`src/rtl/mdm_pkg.sv`:
```
package mdm_pkg;
  parameter int unsigned AW       = 3;
  parameter int unsigned DW       = 8;
  parameter int unsigned CTRL_W   = 5;
  parameter logic [AW-1:0] CTRL_OFS = 3'd4;
  parameter logic [AW-1:0] STAT_OFS = 3'd6;

  // control field positions
  localparam int unsigned C_DTR  = 0;
  localparam int unsigned C_RTS  = 1;
  localparam int unsigned C_OUT1 = 2;
  localparam int unsigned C_OUT2 = 3;
  localparam int unsigned C_LOOP = 4;

  // status upper nibble, MSB first: bit7..bit4
  typedef struct packed {
    logic dcd;
    logic ri;
    logic dsr;
    logic cts;
  } mdm_lvl_t;

  // status lower nibble, MSB first: bit3..bit0
  typedef struct packed {
    logic d_dcd;
    logic ri_fall;
    logic d_dsr;
    logic d_cts;
  } mdm_dlt_t;
endpackage

```
`src/rtl/mdm_ctrl_reg.sv`:
```
module mdm_ctrl_reg
  import mdm_pkg::*;
#(
  parameter int unsigned W = CTRL_W
) (
  input  logic         clk_i,
  input  logic         rst_ni,
  input  logic         wr_en_i,
  input  logic [W-1:0] wdata_i,
  output logic [W-1:0] ctrl_o
);
  always_ff @(posedge clk_i or negedge rst_ni) begin
    if (!rst_ni)      ctrl_o <= '0;
    else if (wr_en_i) ctrl_o <= wdata_i;
  end

  AST_CTRL_STORE: assert property (@(posedge clk_i) disable iff (!rst_ni)
    wr_en_i |=> ctrl_o == $past(wdata_i));

  AST_CTRL_HOLD: assert property (@(posedge clk_i) disable iff (!rst_ni)
    !wr_en_i |=> $stable(ctrl_o));
endmodule

```
`src/rtl/mdm_loop_map.sv`:
```
module mdm_loop_map
  import mdm_pkg::*;
(
  input  logic [CTRL_W-1:0] ctrl_i,
  output mdm_lvl_t          lvl_o
);
  always_comb begin
    lvl_o = '0;
    if (ctrl_i[C_LOOP]) begin
      lvl_o.cts = ctrl_i[C_RTS];
      lvl_o.dsr = ctrl_i[C_DTR];
      lvl_o.ri  = ctrl_i[C_OUT1];
      lvl_o.dcd = ctrl_i[C_OUT2];
    end
  end
endmodule

```
`src/rtl/mdm_delta_track.sv`:
```
module mdm_delta_track
  import mdm_pkg::*;
(
  input  logic     clk_i,
  input  logic     rst_ni,
  input  logic     upd_i,
  input  mdm_lvl_t new_lvl_i,
  input  logic     clr_i,
  output mdm_lvl_t lvl_o,
  output mdm_dlt_t dlt_o
);
  mdm_dlt_t set_d;

  always_comb begin
    set_d         = '0;
    set_d.d_cts   = new_lvl_i.cts ^ lvl_o.cts;
    set_d.d_dsr   = new_lvl_i.dsr ^ lvl_o.dsr;
    set_d.d_dcd   = new_lvl_i.dcd ^ lvl_o.dcd;
    set_d.ri_fall = lvl_o.ri & ~new_lvl_i.ri;
  end

  always_ff @(posedge clk_i or negedge rst_ni) begin
    if (!rst_ni) begin
      lvl_o <= '0;
      dlt_o <= '0;
    end else if (upd_i) begin
      lvl_o <= new_lvl_i;
      dlt_o <= dlt_o | set_d;
    end else if (clr_i) begin
      dlt_o <= '0;
    end
  end

  AST_CTS_DELTA: assert property (@(posedge clk_i) disable iff (!rst_ni)
    (upd_i && (new_lvl_i.cts != lvl_o.cts)) |=> dlt_o.d_cts);

  AST_DCD_DELTA: assert property (@(posedge clk_i) disable iff (!rst_ni)
    (upd_i && (new_lvl_i.dcd != lvl_o.dcd)) |=> dlt_o.d_dcd);

  AST_RI_FALL_ONLY: assert property (@(posedge clk_i) disable iff (!rst_ni)
    $rose(dlt_o.ri_fall) |-> ($past(lvl_o.ri) && !lvl_o.ri));

  AST_DELTA_STICKY: assert property (@(posedge clk_i) disable iff (!rst_ni)
    (upd_i && !clr_i) |=> ((dlt_o & $past(dlt_o)) == $past(dlt_o)));

  AST_DELTA_CLEAR: assert property (@(posedge clk_i) disable iff (!rst_ni)
    (clr_i && !upd_i) |=> dlt_o == '0);

  AST_NO_SPURIOUS: assert property (@(posedge clk_i) disable iff (!rst_ni)
    (upd_i && !clr_i && new_lvl_i == lvl_o) |=> $stable(dlt_o));
endmodule

```
`src/rtl/mdm_ctl_stat.sv`:
```
module mdm_ctl_stat
  import mdm_pkg::*;
(
  input  logic          clk_i,
  input  logic          rst_ni,
  input  logic          wr_i,
  input  logic          rd_i,
  input  logic [AW-1:0] addr_i,
  input  logic [DW-1:0] wdata_i,
  output logic [DW-1:0] rdata_o,
  output logic          delta_pend_o
);
  localparam int unsigned PADW = DW - CTRL_W;

  logic              ctrl_wr, stat_rd;
  logic [CTRL_W-1:0] ctrl_q;
  mdm_lvl_t          lvl_next, lvl_q;
  mdm_dlt_t          dlt_q;

  assign ctrl_wr = wr_i & (addr_i == CTRL_OFS);
  assign stat_rd = rd_i & (addr_i == STAT_OFS);

  mdm_ctrl_reg #(.W(CTRL_W)) u_ctrl (
    .clk_i   (clk_i),
    .rst_ni  (rst_ni),
    .wr_en_i (ctrl_wr),
    .wdata_i (wdata_i[CTRL_W-1:0]),
    .ctrl_o  (ctrl_q)
  );

  // levels follow the value being written, so they update with the register
  mdm_loop_map u_map (
    .ctrl_i (wdata_i[CTRL_W-1:0]),
    .lvl_o  (lvl_next)
  );

  mdm_delta_track u_dlt (
    .clk_i     (clk_i),
    .rst_ni    (rst_ni),
    .upd_i     (ctrl_wr),
    .new_lvl_i (lvl_next),
    .clr_i     (stat_rd),
    .lvl_o     (lvl_q),
    .dlt_o     (dlt_q)
  );

  always_comb begin
    rdata_o = '0;
    if (rd_i) begin
      if (addr_i == CTRL_OFS)      rdata_o = {{PADW{1'b0}}, ctrl_q};
      else if (addr_i == STAT_OFS) rdata_o = {lvl_q, dlt_q};
    end
  end

  assign delta_pend_o = |dlt_q;

  AST_LOOP_ROUTE: assert property (@(posedge clk_i) disable iff (!rst_ni)
    ctrl_q[C_LOOP] |-> (lvl_q.cts == ctrl_q[C_RTS] && lvl_q.dsr == ctrl_q[C_DTR]
                        && lvl_q.ri == ctrl_q[C_OUT1] && lvl_q.dcd == ctrl_q[C_OUT2]));

  AST_NOLOOP_ZERO: assert property (@(posedge clk_i) disable iff (!rst_ni)
    !ctrl_q[C_LOOP] |-> lvl_q == '0);

  AST_STAT_WR_IGN: assert property (@(posedge clk_i) disable iff (!rst_ni)
    (wr_i && addr_i == STAT_OFS && !rd_i) |=> ($stable(lvl_q) && $stable(dlt_q)));
endmodule

```
`config.mk`:
```
export PLATFORM = sky130hd
export DESIGN_NAME = mdm_ctl_stat
export DESIGN_NICKNAME = d
export VERILOG_FILES = /design/src/rtl/mdm_pkg.sv /design/src/rtl/mdm_ctrl_reg.sv /design/src/rtl/mdm_loop_map.sv /design/src/rtl/mdm_delta_track.sv /design/src/rtl/mdm_ctl_stat.sv
export SDC_FILE = /design/constraint.sdc
export NUM_CORES = 1
export LEC_CHECK = 0
export BUFFER_PORTS_ARGS = -buffer_cell sky130_fd_sc_hd__buf_2
export CELL_PAD_IN_SITES_DETAIL_PLACEMENT = 1
export CELL_PAD_IN_SITES_GLOBAL_PLACEMENT = 2
export CORE_MARGIN = 2
export CORE_UTILIZATION = 29
export CTS_BUF_LIST = sky130_fd_sc_hd__clkbuf_2 sky130_fd_sc_hd__clkbuf_4 sky130_fd_sc_hd__clkbuf_8
export DETAILED_ROUTE_END_ITERATION = 6
export HOLD_SLACK_MARGIN = 0.15
export PLACE_DENSITY_LB_ADDON = 0.1
export RECOVER_POWER = 100
export SLEW_MARGIN = 10
export SYNTH_ARGS = -nofsm -noshare
export SYNTH_HDL_FRONTEND = slang
export SYNTH_SLANG_ARGS = --single-unit
```
`constraint.sdc`:
```
create_clock -name clk_i -period 1.2 [get_ports clk_i]
set_input_delay 0.12 -clock clk_i [delete_from_list [all_inputs] [get_ports clk_i]]
set_output_delay 0.12 -clock clk_i [all_outputs]
set_load 0.005 [all_outputs]
```
==> metrics.md, run 1 <==
| Metric | Value |
|---|---|
| DR WL/cell | 12.2 microns |
| Most numerous cell in the Yosys netlist | nand2_1 |
| WP data arrival | between 1 and 1.5 ns |
| DR vias | roughly 600 |
| CTS buffer count | 3 |
| Finished Layout Cells | 131 |
| CTS tree | built |
| Seq/Total Area, Yosys | 0.482 |
| H-tree depth | 1 |
| Post-synth top area share | 0.482 |
| Fmax | approximately 0.70 GHz |
| Status | finished with violations |
| Clock Root Buffer | clkbuf_4 |
| Syn_nets | 85 |
| DRC errors left | 0 |
| Max cap viols | 0 |
| Grt total ovfl | 0 |
| Worst-path cell chain | or4_1, buf_2 |
| Largest net degree at the start of global routing | 14 |
| CP endpoint kind | primary output |
| Placed Cells incl. Taps | 119 |
| Reg area | between 300 and 400 sq um |
| Tmin final | ~1.4 ns |
| Via count of the first global-routing pass | 621 |
| RSZ-0062 raised after global routing | yes |
| Via-to-Cell Ratio | between 4 and 5 |
| Yosys warnings | 0 |
| Startpoint Class | flip-flop |
| Die width | roughly 52 microns |
| Count of input and output buffers | 20 |
| Initial antenna violation count | 0 |
| Share of cells above drive strength 1 | 0.243 |
| Syn Inst Count | 70 |
| Site row count | 17 |
| Final number of hold-violating endpoints | 0 |
| Fin Clk Skew | approximately 0.00037 ns |
| Tcrit/Tclk final | 1.19 |
| TritonRoute pass-1 iters | 4 |
| Pwr dens | between 1000 and 1500 nW/um^2 |
| Post-Route WL | ~1600 microns |
| Hpwl dp | approximately 1300 microns |
| Drt initial violations | 7 |
| Final setup margin | -0.234 ns |
| First-pass GRT wire length | 2710 microns |
| WP data required | roughly 1.1 ns |
| Cell area after synthesis | roughly 670 sq um |
| Die footprint | between 2000 and 3000 sq um |
| RD Place Congestion | approximately 0.70 |
| Crit path max fanout | 2 |
| N_diodes | 0 |
| Crit-path max cell delay | roughly 0.52 ns |
| Synth cell count leaders | nand2_1 (23), dfrtp_1 (13), nor2_1 (6), mux2i_1 (5), o21ai_1 (4) |
| CTS sink count | 13 |
| Filler cell count | 278 |
| Register bit total from synthesis | 13 |
| Synth-to-Final Area Change | 34.9% |
| Ranking of synthesized cells by area | dfrtp_1 (48%), nand2_1 (13%), mux2i_1 (7.4%) |
| Setup violators final | 3 |
| EDFF count, synth | 0 |
| Post-route ant nets | 0 |
| Nets | between 100 and 150 |
| # IOs | 24 |
| Synth cell types | 17 |
| Post-CTS Resized | 0 |
| Async SR Flop Fraction | 1.00 |
| Slowest cell on the critical path | or4_1 |
| Worst Path Class, Setup | reg2out |
| Ys flop type | dfrtp_1 |
| Violated checks | negative setup slack |
| Final Max Tran Viols | 0 |
| Actual slew at the worst max-slew pin | between 0.7 and 0.8 ns |
| Hold Crit Class | in2reg |
| Max IR drop VDD | between 600 and 700 uV |
| Std-Cell Core Area | ~2200 sq um |
| Normalized max-slew margin | 0.520 |
| Syn avg cell area | just under 10 sq um |
| Worst skew pair latency | 0.27 ns |
| Clock buffer depth | 2 |
| Setup_tns | -0.268 ns |
| Post-layout util | 0.411 |
| All-layer global routing usage | 0.141 |
| Chip height | around 52 microns |
| Largest area contributor in the netlist | dfrtp_1 |
| Multi-input logic area | 318 sq um |
| Initial core utilization | 0.305 |
| LEAKAGE | ~0.47 nW |
| Reg clk slew, reported paths | approximately 0.080 ns |
==> area by class of cell <==
type                    instances  area share
clock buffers                   4      0.0330
inverters                       1     0.00413
multi-input cells              53       0.349
flip-flops and latches         13       0.358
well taps                      28      0.0385
repair buffers                 32       0.217
==> cell usage in the layout (no fill, tap or decap) <==
cell	count
nor2_1	6
or4_1	1
and2_1	1
buf_4	6
dlygate4sd3_1	6
clkinv_1	1
and2_0	2
or2_1	1
clkbuf_4	4
clkbuf_1	6
nand4bb_1	1
o21ai_0	4
nand3b_4	1
mux2i_1	5
dfrtp_1	13
nand2_1	23
a32o_1	1
clkbuf_2	2
and4bb_1	1
a22o_1	3
buf_2	12
xnor2_1	3
==> cell families (layout without fill, tap and decap cells) <==
logic type | after synthesis | in the layout | synth area share
simple gates | 37 | 37 | 0.275
flops | 13 | 13 | 0.482
compound gates | 8 | 8 | 0.0835
mux | 5 | 5 | 0.0742
buf+inv | 4 | 37 | 0.0464
xor+xnor | 3 | 3 | 0.0390
==> worst max-delay path, delay by kind of cell, from the launching register on <==
family / cells / cell delay (ns)
AND/OR/NAND/NOR: 1 / 0.52
flip-flops: 1 / 0.38
buffers and inverters: 1 / 0.14
==> report_power, final <==
part / switching (mW) / internal, mW / leakage [nW] / total [mW]
Sequential: 0.0559 / 0.518 / 0.168 / 0.574
Clock: 0.138 / 0.151 / 0.0184 / 0.289
Combinational: 0.111 / 0.144 / 0.281 / 0.255
==> through the flow <==
step | setup WS (ns) | area (sq um) | power [mW] | hold slack, ns
after CTS | -0.239 | 917 | 1.14 | 0.270
after global routing | -0.272 | 910 | 1.20 | 0.397
after floorplan | 0.190 | 674 | 0.717 | -0.176
final | -0.234 | 910 | 1.12 | 0.370
after global placement | 0.0559 | 812 | 0.806 | 0.0312
after detailed placement | 0.0436 | 812 | 0.816 | 0.0342
==> state kept, by name (all words and copies together) (netlist names) <==
signal	cells
u_dlt.lvl_o	4
u_dlt.dlt_o	4
u_ctrl.ctrl_o	5
==> repair_timing <==
action / 4_1_cts / 5_1_grt
hold endpoints to repair: 21 / 0
pin swaps: 0 / 2
endpoints found under the setup margin: 1 / 3
hold buffers: 6 / 0
cloned: 0 / 0
buffers inserted: 2 / 2
==> worst paths after layout <==
check	start	to	slack [ns]	cells after the start
max	u_dlt.dlt_o[3]	delta_pend_o	-0.23	2
min	wr_i	u_ctrl.ctrl_o[1]	0.37	5
max reg2reg	u_dlt.lvl_o[3]	u_dlt.dlt_o[3]	0.33	2
min reg2reg	u_ctrl.ctrl_o[1]	u_ctrl.ctrl_o[1]	0.48	2
max in group asynchronous	rst_ni	u_dlt.lvl_o[3]	0.33	2
min in group asynchronous	rst_ni	u_ctrl.ctrl_o[0]	0.41	2
==> per-layer routing <==
metal / up-vias / wire length [microns] / global-route usage
met5: - / 0 / 0
met2: 15 / 694 / 0.222
li1: 297 / - / -
met4: 0 / 16 / 0.0769
met3: 2 / 75 / 0.0257
met1: 281 / 806 / 0.183
Note: power is estimated with default switching activity, not from simulation.
==> run 2: changes to the inputs <==
--- a/config.mk
+++ b/config.mk
@@ -6,7 +6,7 @@
 export NUM_CORES = 1
 export LEC_CHECK = 0
 export BUFFER_PORTS_ARGS = -buffer_cell sky130_fd_sc_hd__buf_2
-export CELL_PAD_IN_SITES_DETAIL_PLACEMENT = 1
+export CELL_PAD_IN_SITES_DETAIL_PLACEMENT = 2
 export CELL_PAD_IN_SITES_GLOBAL_PLACEMENT = 2
 export CORE_MARGIN = 2
 export CORE_UTILIZATION = 29
==> run 2 against run 1 <==
The run still ends with negative setup slack left. Sequential cell count unchanged. Largest power group unchanged. Sequential power about the same. Clock skew about the same. Final cell count unchanged. Highest routed layer unchanged. Sequential share of layout area about the same.
==> metrics.md, run 2 (synthesis gave the netlist of run 1 again) <==
| Metric | Value |
|---|---|
| Synth-to-Final Area Change | 35.1% |
| Via-to-Cell Ratio | 4.63 (+2.0%) |
| RD Place Congestion | 0.696 (unchanged) |
| Worst Path Class, Setup | reg2out |
| # IOs | 24 (unchanged) |
| R2R Setup Slk | 0.33 ns (about the same) |
| CTS tree | built |
| Hpwl dp | 1350 microns (+7.0%) |
| Reg with most FFs | u_ctrl.ctrl_o |
| WP data required | 1.08 ns (about the same) |
| Tmin final | 1.45 ns (+0.0165 ns) |
| R2r endpoint | u_dlt.dlt_o[3] |
| Max IR drop VDD | 577 uV (-9.1%) |
| Commonest non-fill, non-tap cells in the layout | nand2_1 (23), buf_2 (13), dfrtp_1 (13) |
| Count of input and output buffers | 20 (unchanged) |
| N_diodes | 0 (unchanged) |
| Largest net degree at the start of global routing | 14 (unchanged) |
| Initial antenna violation count | 0 (unchanged) |
| Slowest cell on the critical path | or4_1 |
| Grt total ovfl | 0 (unchanged) |
| Reg clk slew, reported paths | 0.09 ns (about the same) |
| Clock Root Buffer | clkbuf_4 |
| Post-Route WL | 1740 microns (+9.2%) |
| Worst-path cell chain | or4_1, buf_2 |
| Internal cell power | 789 uW (-3.0%) |
| Status | finished with violations |
| Setup_tns | -0.276 ns (-0.00887 ns) |
| Worst Hold End | u_dlt.lvl_o[1] |
| Actual slew at the worst max-slew pin | 0.737 ns (+0.0160 ns) |
| Std-Cell Core Area | 2210 sq um (unchanged) |
| Crit path max fanout | 2 (unchanged) |
| Final setup margin | -0.250 ns (-0.0165 ns) |
| Reg area | 325 sq um (unchanged) |
| Post-route ant nets | 0 (unchanged) |
| Reg2reg start | u_dlt.lvl_o[3] |
| Logic pwr share | 0.236 (+0.008) |
| Site row count | 17 (unchanged) |
| Startpoint Class | flip-flop |
| Worst hold path depth | 4 (-1) |
| Clock buffer depth | 2 (unchanged) |
| First-pass GRT wire length | 2970 microns (+9.4%) |
| Setup violators final | 3 (unchanged) |
| DRC errors left | 0 (unchanged) |
| Multi-input logic area | 318 sq um (unchanged) |
| CP endpoint kind | primary output |
| Die footprint | 2730 sq um (unchanged) |
| Max cap viols | 0 (unchanged) |
| Violated checks | negative setup slack |
| Sequential power share | 0.518 (+0.004) |
| Share of cells above drive strength 1 | 0.243 (unchanged) |
| CP Buf/Inv Count | 1 (unchanged) |
| DR WL/cell | 13.3 microns (+9.2%) |
| Top flop regs | u_ctrl.ctrl_o x5, u_dlt.dlt_o x4, u_dlt.lvl_o x4 |
| Nets | 119 (unchanged) |
| Via count of the first global-routing pass | 650 (+4.7%) |
| Switching share of power | 0.290 (+0.0168) |
| P_sw | 322 uW (+5.4%) |
| Max reg flops | 5 (unchanged) |
| TritonRoute pass-1 iters | 2 (-2) |
| RSZ-0062 raised after global routing | yes |
| Worst skew pair latency | 0.28 ns (about the same) |
| Crit-path max cell delay | 0.52 ns (about the same) |
| Fin Clk Skew | 0.000148 ns (-0.000219 ns) |
| Initial core utilization | 0.305 (unchanged) |
| Cells on worst reg2reg path | 2 (unchanged) |
| Pwr dens | 1220 nW/um^2 (-0.82%) |
| Chip height | 52.2 microns (unchanged) |
| Fmax | 0.690 GHz (-1.1%) |
| Final number of hold-violating endpoints | 0 (unchanged) |
| LEAKAGE | 0.470 nW (+0.49%) |
| Final Power | 1.11 mW (-0.68%) |
| Top delay family on crit path | simple AND/OR/NAND/NOR gates |
| Hold Crit Class | in2reg |
| Tcrit/Tclk final | 1.21 (+0.0137) |
| Filler cell count | 274 (-1.4%) |
| Most common cell after layout, fill and taps aside | nand2_1 |
| H-tree depth | 1 (unchanged) |
| Drt initial violations | 3 (-4) |
| Hold Path Origin | wr_i |
| Clock network power share | 0.245 (-0.014) |
| Die width | 52.2 microns (unchanged) |
| CTS sink count | 13 (unchanged) |
| Final Max Tran Viols | 0 (unchanged) |
| CTS buffer count | 3 (unchanged) |
| Normalized max-slew margin | 0.509 (-0.0107) |
| All-layer global routing usage | 0.156 (+0.0145) |
| DR vias | 607 (+2.0%) |
| WP data arrival | 1.33 ns (+0.02 ns) |
| Pre-CTS WS | 0.0300 ns (-0.0136 ns) |
run 2: cell count changes in the layout (fill, tap and decap cells not counted), sizes merged:
cell,change
clkinv,+1
clkbuf,-2
buf,+1
run 2: cell type report:
| cell class | instances | area share |
|---|---|---|
| sequential | 13 | 0.357 |
| multi-input combinational | 53 | 0.349 |
| timing repair buffer | 32 | 0.221 |
| tap | 28 | 0.0385 |
| clock buffer | 3 | 0.0247 |
| clock inverter | 1 | 0.00549 |
| inverter | 1 | 0.00412 |
run 2: per-layer routing:
layer  wire (microns)  global-route usage
met1              820               0.194
met2              827               0.251
met3               77              0.0371
met4               13              0.0769
met5                0                   0
run 2: worst register-to-register path, cell delays in order, from the launching register on:
cell,delay (ns)
dfrtp_1,0.41
xnor2_1,0.15
a22o_1,0.21
run 2: power groups by stage:
stage | combinational (mW) | sequential (mW) | clock [mW]
after floorplan | 0.150 | 0.566 | 0
after global placement | 0.220 | 0.586 | 0
after detailed placement | 0.231 | 0.590 | 0
after CTS | 0.260 | 0.578 | 0.292
after global routing | 0.298 | 0.587 | 0.317
final | 0.262 | 0.576 | 0.273
run 2: repair_timing:
item                                   CTS  global route
pin swaps                                0             1
gates resized for setup                  0             1
hold buffers                             6             0
endpoints found under the hold margin   22             0
setup buffers                            1             2
setup endpoints to repair                1             4
run 2: worst max path at each step:
stage                               from  cells after the start      endpoint
after global routing      u_dlt.dlt_o[3]                      2  delta_pend_o
after CTS                 u_dlt.dlt_o[3]                      2  delta_pend_o
after floorplan           u_dlt.dlt_o[3]                      1  delta_pend_o
final                     u_dlt.dlt_o[2]                      2  delta_pend_o
after global placement    u_dlt.dlt_o[3]                      2  delta_pend_o
after detailed placement  u_dlt.dlt_o[3]                      2  delta_pend_o
run 2: through the flow:
step | util | std cells | hold WS [ns] | cell area, sq um
CTS | 0.410 | 130 | 0.256 | 907
detailed placement | 0.367 | 119 | 0.0380 | 812
global placement | 0.367 | 119 | 0.0312 | 812
floorplan | - | 70 | -0.176 | 674
finish | 0.412 | 131 | 0.371 | 911
global route | 0.412 | 131 | 0.386 | 911
